<file path="config.mk">
export PLATFORM = sky130hd
export DESIGN_NAME = fault_supervisor
export DESIGN_NICKNAME = d
export VERILOG_FILES = /design/src/rtl/fault_sup_pkg.sv /design/src/rtl/fault_hyst_trip.sv /design/src/rtl/fault_pin_model.sv /design/src/rtl/fault_supervisor.sv
export SDC_FILE = /design/constraint.sdc
export NUM_CORES = 1
export LEC_CHECK = 0
export BUFFER_PORTS_ARGS = -buffer_cell sky130_fd_sc_hd__buf_2
export CORE_AREA = 2 2 39 41
export DETAILED_ROUTE_END_ITERATION = 6
export DIE_AREA = 0 0 41 43
export PLACE_DENSITY_LB_ADDON = 0.15
export SLEW_MARGIN = 20
export SYNTH_ARGS = -nofsm -noshare
export SYNTH_HDL_FRONTEND = slang
export SYNTH_SLANG_ARGS = --single-unit
export TNS_END_PERCENT = 20
</file>
<file path="constraint.sdc">
create_clock -name clk_i -period 1.6 [get_ports clk_i]
set_clock_uncertainty 0.05 [all_clocks]
set_input_delay 0.32 -clock clk_i [delete_from_list [all_inputs] [get_ports clk_i]]
set_output_delay 0.32 -clock clk_i [all_outputs]
set_load 0.01 [all_outputs]
</file>
<file path="src/rtl/fault_sup_pkg.sv">
package fault_sup_pkg;

  typedef enum logic [1:0] {
    PIN_FLOAT = 2'd0,
    PIN_LOW   = 2'd1,
    PIN_HIGH  = 2'd2
  } pin_mode_e;

  // drive-low has priority over drive-high
  function automatic pin_mode_e decode_pin(input logic drv_lo, input logic drv_hi);
    if (drv_lo)      return PIN_LOW;
    else if (drv_hi) return PIN_HIGH;
    else             return PIN_FLOAT;
  endfunction

endpackage

</file>
<file path="src/rtl/fault_hyst_trip.sv">
module fault_hyst_trip #(
  parameter int W       = 9,
  parameter int SET_LVL = 125,
  parameter int CLR_LVL = 110,
  parameter bit STRICT  = 1'b0   // 1: set on code > SET_LVL, 0: set on code >= SET_LVL
) (
  input  logic                clk_i,
  input  logic                rst_ni,
  input  logic signed [W-1:0] code_i,
  output logic                flag_o
);

  logic set_hit, clr_hit;
  int   code_int;

  assign code_int = int'(code_i);

  generate
    if (STRICT) begin : g_gt
      assign set_hit = code_int > SET_LVL;
    end else begin : g_ge
      assign set_hit = code_int >= SET_LVL;
    end
  endgenerate

  assign clr_hit = code_int < CLR_LVL;

  always_ff @(posedge clk_i or negedge rst_ni) begin
    if (!rst_ni)      flag_o <= 1'b0;
    else if (set_hit) flag_o <= 1'b1;
    else if (clr_hit) flag_o <= 1'b0;
  end

  assert_reset_clear_R1: assert property (@(posedge clk_i) !rst_ni |=> !flag_o);

  // rising only after an over-threshold sample
  assert_rise_cause_R2: assert property (@(posedge clk_i) disable iff (!rst_ni)
    $rose(flag_o) |-> (STRICT ? (int'($past(code_i)) > SET_LVL) : (int'($past(code_i)) >= SET_LVL)));

  // falling only after a below-clear sample
  assert_fall_cause_R3: assert property (@(posedge clk_i) disable iff (!rst_ni)
    $fell(flag_o) |-> (int'($past(code_i)) < CLR_LVL));

  assert_band_hold_R5: assert property (@(posedge clk_i) disable iff (!rst_ni)
    (flag_o && code_int >= CLR_LVL) |=> flag_o);

endmodule

</file>
<file path="src/rtl/fault_pin_model.sv">
module fault_pin_model
  import fault_sup_pkg::*;
(
  input  logic clk_i,
  input  logic rst_ni,
  input  logic drv_lo_i,
  input  logic drv_hi_i,
  input  logic therm_flag_i,
  output logic pd_en_o,
  output logic pin_level_o,
  output logic force_off_o,
  output logic therm_en_o
);

  pin_mode_e mode;

  assign mode        = decode_pin(drv_lo_i, drv_hi_i);
  assign therm_en_o  = (mode != PIN_HIGH);
  assign pd_en_o     = therm_flag_i && therm_en_o;
  assign force_off_o = (mode == PIN_LOW);
  assign pin_level_o = !(force_off_o || pd_en_o);

  assert_pd_low_R6: assert property (@(posedge clk_i) disable iff (!rst_ni)
    pd_en_o |-> !pin_level_o);

  assert_hi_mask_R8: assert property (@(posedge clk_i) disable iff (!rst_ni)
    (drv_hi_i && !drv_lo_i) |-> (!pd_en_o && pin_level_o));

  assert_lo_wins_R9: assert property (@(posedge clk_i) disable iff (!rst_ni)
    drv_lo_i |-> (force_off_o && !pin_level_o));

endmodule

</file>
<file path="src/rtl/fault_supervisor.sv">
module fault_supervisor #(
  parameter int TEMP_W    = 9,
  parameter int BATT_W    = 8,
  parameter int TRIP_TEMP = 125,
  parameter int TEMP_HYST = 15,
  parameter int BATT_TRIP = -10,
  parameter int BATT_CLR  = -15
) (
  input  logic                     clk_i,
  input  logic                     rst_ni,
  input  logic signed [TEMP_W-1:0] temp_code_i,
  input  logic signed [BATT_W-1:0] batt_code_i,
  input  logic                     pin_drive_lo_i,
  input  logic                     pin_drive_hi_i,
  output logic                     pd_en_o,
  output logic                     pin_level_o,
  output logic                     all_off_o
);

  localparam int TEMP_CLR = TRIP_TEMP - TEMP_HYST;

  logic therm_flag, batt_flag;
  logic force_off, therm_en;

  fault_hyst_trip #(
    .W(TEMP_W), .SET_LVL(TRIP_TEMP), .CLR_LVL(TEMP_CLR), .STRICT(1'b0)
  ) i_therm_trip (
    .clk_i(clk_i), .rst_ni(rst_ni), .code_i(temp_code_i), .flag_o(therm_flag)
  );

  fault_hyst_trip #(
    .W(BATT_W), .SET_LVL(BATT_TRIP), .CLR_LVL(BATT_CLR), .STRICT(1'b1)
  ) i_batt_trip (
    .clk_i(clk_i), .rst_ni(rst_ni), .code_i(batt_code_i), .flag_o(batt_flag)
  );

  fault_pin_model i_pin (
    .clk_i(clk_i), .rst_ni(rst_ni),
    .drv_lo_i(pin_drive_lo_i), .drv_hi_i(pin_drive_hi_i),
    .therm_flag_i(therm_flag),
    .pd_en_o(pd_en_o), .pin_level_o(pin_level_o),
    .force_off_o(force_off), .therm_en_o(therm_en)
  );

  assign all_off_o = force_off || (therm_flag && therm_en) || batt_flag;

  assert_ext_low_R7: assert property (@(posedge clk_i) disable iff (!rst_ni)
    pin_drive_lo_i |-> all_off_o);

  assert_batt_off_R4: assert property (@(posedge clk_i) disable iff (!rst_ni)
    batt_flag |-> all_off_o);

  assert_quiet_R10: assert property (@(posedge clk_i) disable iff (!rst_ni)
    (!pin_drive_lo_i && !batt_flag && !pd_en_o) |-> !all_off_o);

endmodule

</file>
# Word level (Yosys, flattened, before mapping)

Index checks and enable logic that the tools add are counted.

Order comparisons: 4
Eq/ne operators: 2
Mux-type cells: 6
Reductions and logical operators: 6

Operators by type and width:

| operator                                                              | count |
|---|---|
| 9-bit by 8-bit >= comparator with 1-bit output, second input constant | 1 |
| 9-bit by 8-bit < comparator with 1-bit output, second input constant  | 1 |
| 8-bit by 5-bit > comparator with 1-bit output, second input constant  | 1 |
| 8-bit by 5-bit < comparator with 1-bit output, second input constant  | 1 |
| 1-bit two-way mux                                                     | 4 |
| 2-bit two-way mux                                                     | 2 |
| 2-bit nonzero test                                                    | 2 |
| 2-bit by 1-bit equality test with 1-bit output, second input constant | 1 |
| 1-bit logical OR                                                      | 2 |
| 2-bit != test, second input constant                                  | 1 |
| 1-bit logical AND                                                     | 1 |
| 1-bit zero test                                                       | 1 |

Input port bits: 21
Word-level logic and storage cells: 20
Flip-flop bits (word level): 2
Output and inout bits: 3

# Depth between registers and ports, before layout

Depth after elaboration: 6
Depth in mapped cells: 3
Gate-level depth less buffers: 3

# By module

Synthesis repeated with hierarchy kept, for this count alone.

Cell total of the unflattened synthesis: 20
Area total of the unflattened synthesis: 183.9 µm²

Modules (own cells, without submodules):

| module                          | sequential area each (µm²) | cells an instance | instances | area an instance (µm²) |
|---|---|---|---|---|
| fault_hyst_trip at i_therm_trip | 25.0                       | 8                 | 1         | 82.6 |
| fault_hyst_trip at i_batt_trip  | 25.0                       | 6                 | 1         | 57.6 |
| fault_pin_model                 | 0.0                        | 5                 | 1         | 35.0 |
| fault_supervisor                | 0.0                        | 1                 | 1         | 8.8 |

# Least setup slack after synthesis

No wires, ideal clock.

Kind: register to output
Start point: reg i_therm_trip.flag_o
End point: out all_off_o
Buffers on the path: 0
Arrival: 802 ps
Required time: 1230 ps
Stages on the path, launching flop included: 3
Path slack: 428 ps
Path through: dfrtp_1 -> a21oi_1 -> nand2b_1

Word-level cells in the longest chain between the ends: 3

RTL lines:

| element                       | line                   | text |
|---|---|---|
| start, declared               | fault_hyst_trip.sv:10  | `output logic flag_o` |
| start signal, assigned        | fault_hyst_trip.sv:29  | `if (!rst_ni) flag_o <= 1'b0;` |
| start signal, assigned        | fault_hyst_trip.sv:30  | `else if (set_hit) flag_o <= 1'b1;` |
| start signal, assigned        | fault_hyst_trip.sv:31  | `else if (clr_hit) flag_o <= 1'b0;` |
| 1-bit logical AND             | fault_supervisor.sv:45 | `assign all_off_o = force_off \|\| (therm_flag && therm_en) \|\| batt_flag;` |
| 1-bit logical OR (2 in a row) | fault_supervisor.sv:45 |  |
| end, declared                 | fault_supervisor.sv:17 | `output logic all_off_o` |

Every way passes these cells.

# Worst setup path after layout

Ends and elaborated chain as after synthesis.

==> impl_metrics.toml <==
[logic_synthesis]
synthTopCellsByArea = "dfrtp_1 (34%), o21a_1 (10%), a211oi_2 (8.5%), o2111a_1 (7.6%), a21oi_1 (6.8%)"
ys_types = 12
synth_fa_ha_area_frac = 0
synth_xor_area_frac = 0
synth_top_area_share = 0.339
mappedNetlistArea_sq_um = 148
syn_nets = 37
synth_compound_area_frac = 0.483
ys_warn_count = 0
synth_top_cell_by_area = "dfrtp_1"
synth_mux_area_frac = 0
yosys.area_share.simple = 0.153
synth_top_family_by_area = "compound AO/OA/AOI/OAI gates"
synth_cells = 16
seq_area_frac_synth = 0.339
syn_area_per_cell_sq_um = 9.23
ys_ff_latch = 2

[sta]
finalSetupTns_ns = 0
worst-slew-pin-transition_ns = 0.163
rsz0062_at_grt = "no"
slew_viol_final = 0
max-slew-margin-rel = 0.891
min_period_ns = 1.38
hold_viol_final = 0
max_freq_ghz = 0.723
setup_violations = 0
timing.final.crit_share = 0.865

[clock_network]
numCtsBuffers = 3
hold_buffers = 1
clock_path_buffers = 2
tritoncts = "done"
cts_root_buf = "clkbuf_4"
htree_levels = 1
clk_pin_slew_ns = 0.03
cts_sinks = 2
clk_latency_ns = 0.22
post_cts_buffers = 0
ctsResizeCount = 0

[layout]
nFillCells = 155
drive_gt1_frac = 0.628
nets = 66
diodes = 0
fin_cells = 59
areaGrowthSynthToFinish_pct = 114
mostFrequentLayoutCell = "buf_2"
final_cell_mix = "buf_2 (23), clkbuf_4 (3)"

[power]
power_leakage_nw = 0.164
ir_drop_mv = 0.253
finalPower_mw = 0.220
powerDensity_mw_per_mm2 = 699

[floorplanning]
pin_count = 24
die_h_microns = 43
die_w_microns = 41
die_area_sq_mm = 0.00176
core_area_sq_mm = 0.00138
rows = 14
start_util = 0.107

[setup_path]
critPathLaunchType = "flip-flop"
reg2regPathDepth = 3
critPathCapture = "all_off_o"
crit_arrival_ns = 1.01
r2r-start = "i_batt_trip.flag_o"
cp-end-kind = "output pin"
startpoint = "i_therm_trip.flag_o"
r2r_end = "i_batt_trip.flag_o"
critPathKind = "flip-flop to output pin"
cp_max_fo = 3
r2r_slack_ns = 0.62
worstPathRequired_ns = 1.23

[detailed_routing]
drt_iter0_drc = 0
vias = 235
routedWlPerCell_microns = 8.39
ant_nets = 0
viasPerCell = 3.98
drc = 0
dr.pass1.iters = 1
finalWirelength_microns = 495

[place]
dp_cells = 55
gp_congestion = 0.588
port_buffers = 23

[flow_run]
cap_violations = 0

[outcome]
status = "complete, no violations"

[worst_hold_path]
min-delay-path-class = "primary input to flip-flop"

[global_route]
grt_max_degree = 4
antenna_found_initial = 0
globalRouteTotalUtil = 0.0652
grt_pass1_wl_microns = 703
grt_overflow = 0
grt_pass1_vias = 201
[worst min-delay path by stage]
| stage | endpoint | slack, ns | start | cells past startpoint |
|---|---|---|---|---|
| after CTS | i_therm_trip.flag_o | 0.20 | temp_code_i[8] | 2 |
| after detailed placement | i_therm_trip.flag_o | 0.06 | rst_ni | 1 |
| after global routing | i_therm_trip.flag_o | 0.21 | temp_code_i[8] | 2 |
| after floorplan | i_batt_trip.flag_o | -0.03 | rst_ni | 0 |
| after global placement | i_batt_trip.flag_o | 0.06 | rst_ni | 1 |
| final | i_therm_trip.flag_o | 0.21 | temp_code_i[8] | 2 |
[state kept, by name (all words and copies together), names as in the netlist]
signal	cells
i_batt_trip.flag_o	1
i_therm_trip.flag_o	1
[synth_stat cells, drive strengths merged]
| master | count |
|---|---|
| a211o | 1 |
| a211oi | 1 |
| o21a | 2 |
| inv | 1 |
| a21oi | 2 |
| dfrtp | 2 |
| nand4 | 1 |
| nor3 | 2 |
| nand2b | 1 |
| o2111a | 1 |
| a31o | 1 |
| o21ai | 1 |
[per-stage QoR]
| stage | hold WS, ns | setup WS [ns] | utilization | area [sq um] |
|---|---|---|---|---|
| final | 0.208 | 0.217 | 0.228 | 315 |
| after detailed placement | 0.0559 | 0.434 | 0.204 | 283 |
| after global routing | 0.205 | 0.147 | 0.228 | 315 |
| after floorplan | -0.0256 | 0.428 | - | 148 |
| after global placement | 0.0571 | 0.444 | 0.204 | 283 |
| after CTS | 0.198 | 0.194 | 0.228 | 315 |
[metal layers]
metal | vias up | track usage | wire length, microns
li1 | 120 | - | -
met1 | 91 | 0.0609 | 209
met2 | 24 | 0.0875 | 168
met3 | 0 | 0.0628 | 118
met4 | 0 | 0.0400 | 0
met5 | - | 0 | 0
[critical path, stage by stage (launching register included)]
cell      delay, ns
dfrtp_1        0.39
a21oi_1        0.20
nand2b_1       0.07
buf_2          0.13
[area by class of cell]
type / count / area, sq um / share of cell area
clock buffers: 3 / 22.5 / 0.0714
inverters: 1 / 3.75 / 0.0119
multi-input cells: 13 / 93.8 / 0.298
flip-flops and latches: 2 / 50.0 / 0.159
well taps: 16 / 20.0 / 0.0635
repair buffers: 24 / 125 / 0.397
[power breakdown]
group          internal (mW)  leakage (nW)  switching [mW]
sequential            0.0542        0.0246         0.00301
clock                 0.0828        0.0138          0.0289
combinational         0.0313         0.126          0.0200
[cell families (layout without fill, tap and decap cells)]
logic type	Yosys count	in the layout
AOI/OAI and AO/OA	9	9
buffers and inverters	1	28
and+or+nand+nor	4	4
DFF	2	2
Note: power is estimated with default switching activity, not from simulation.
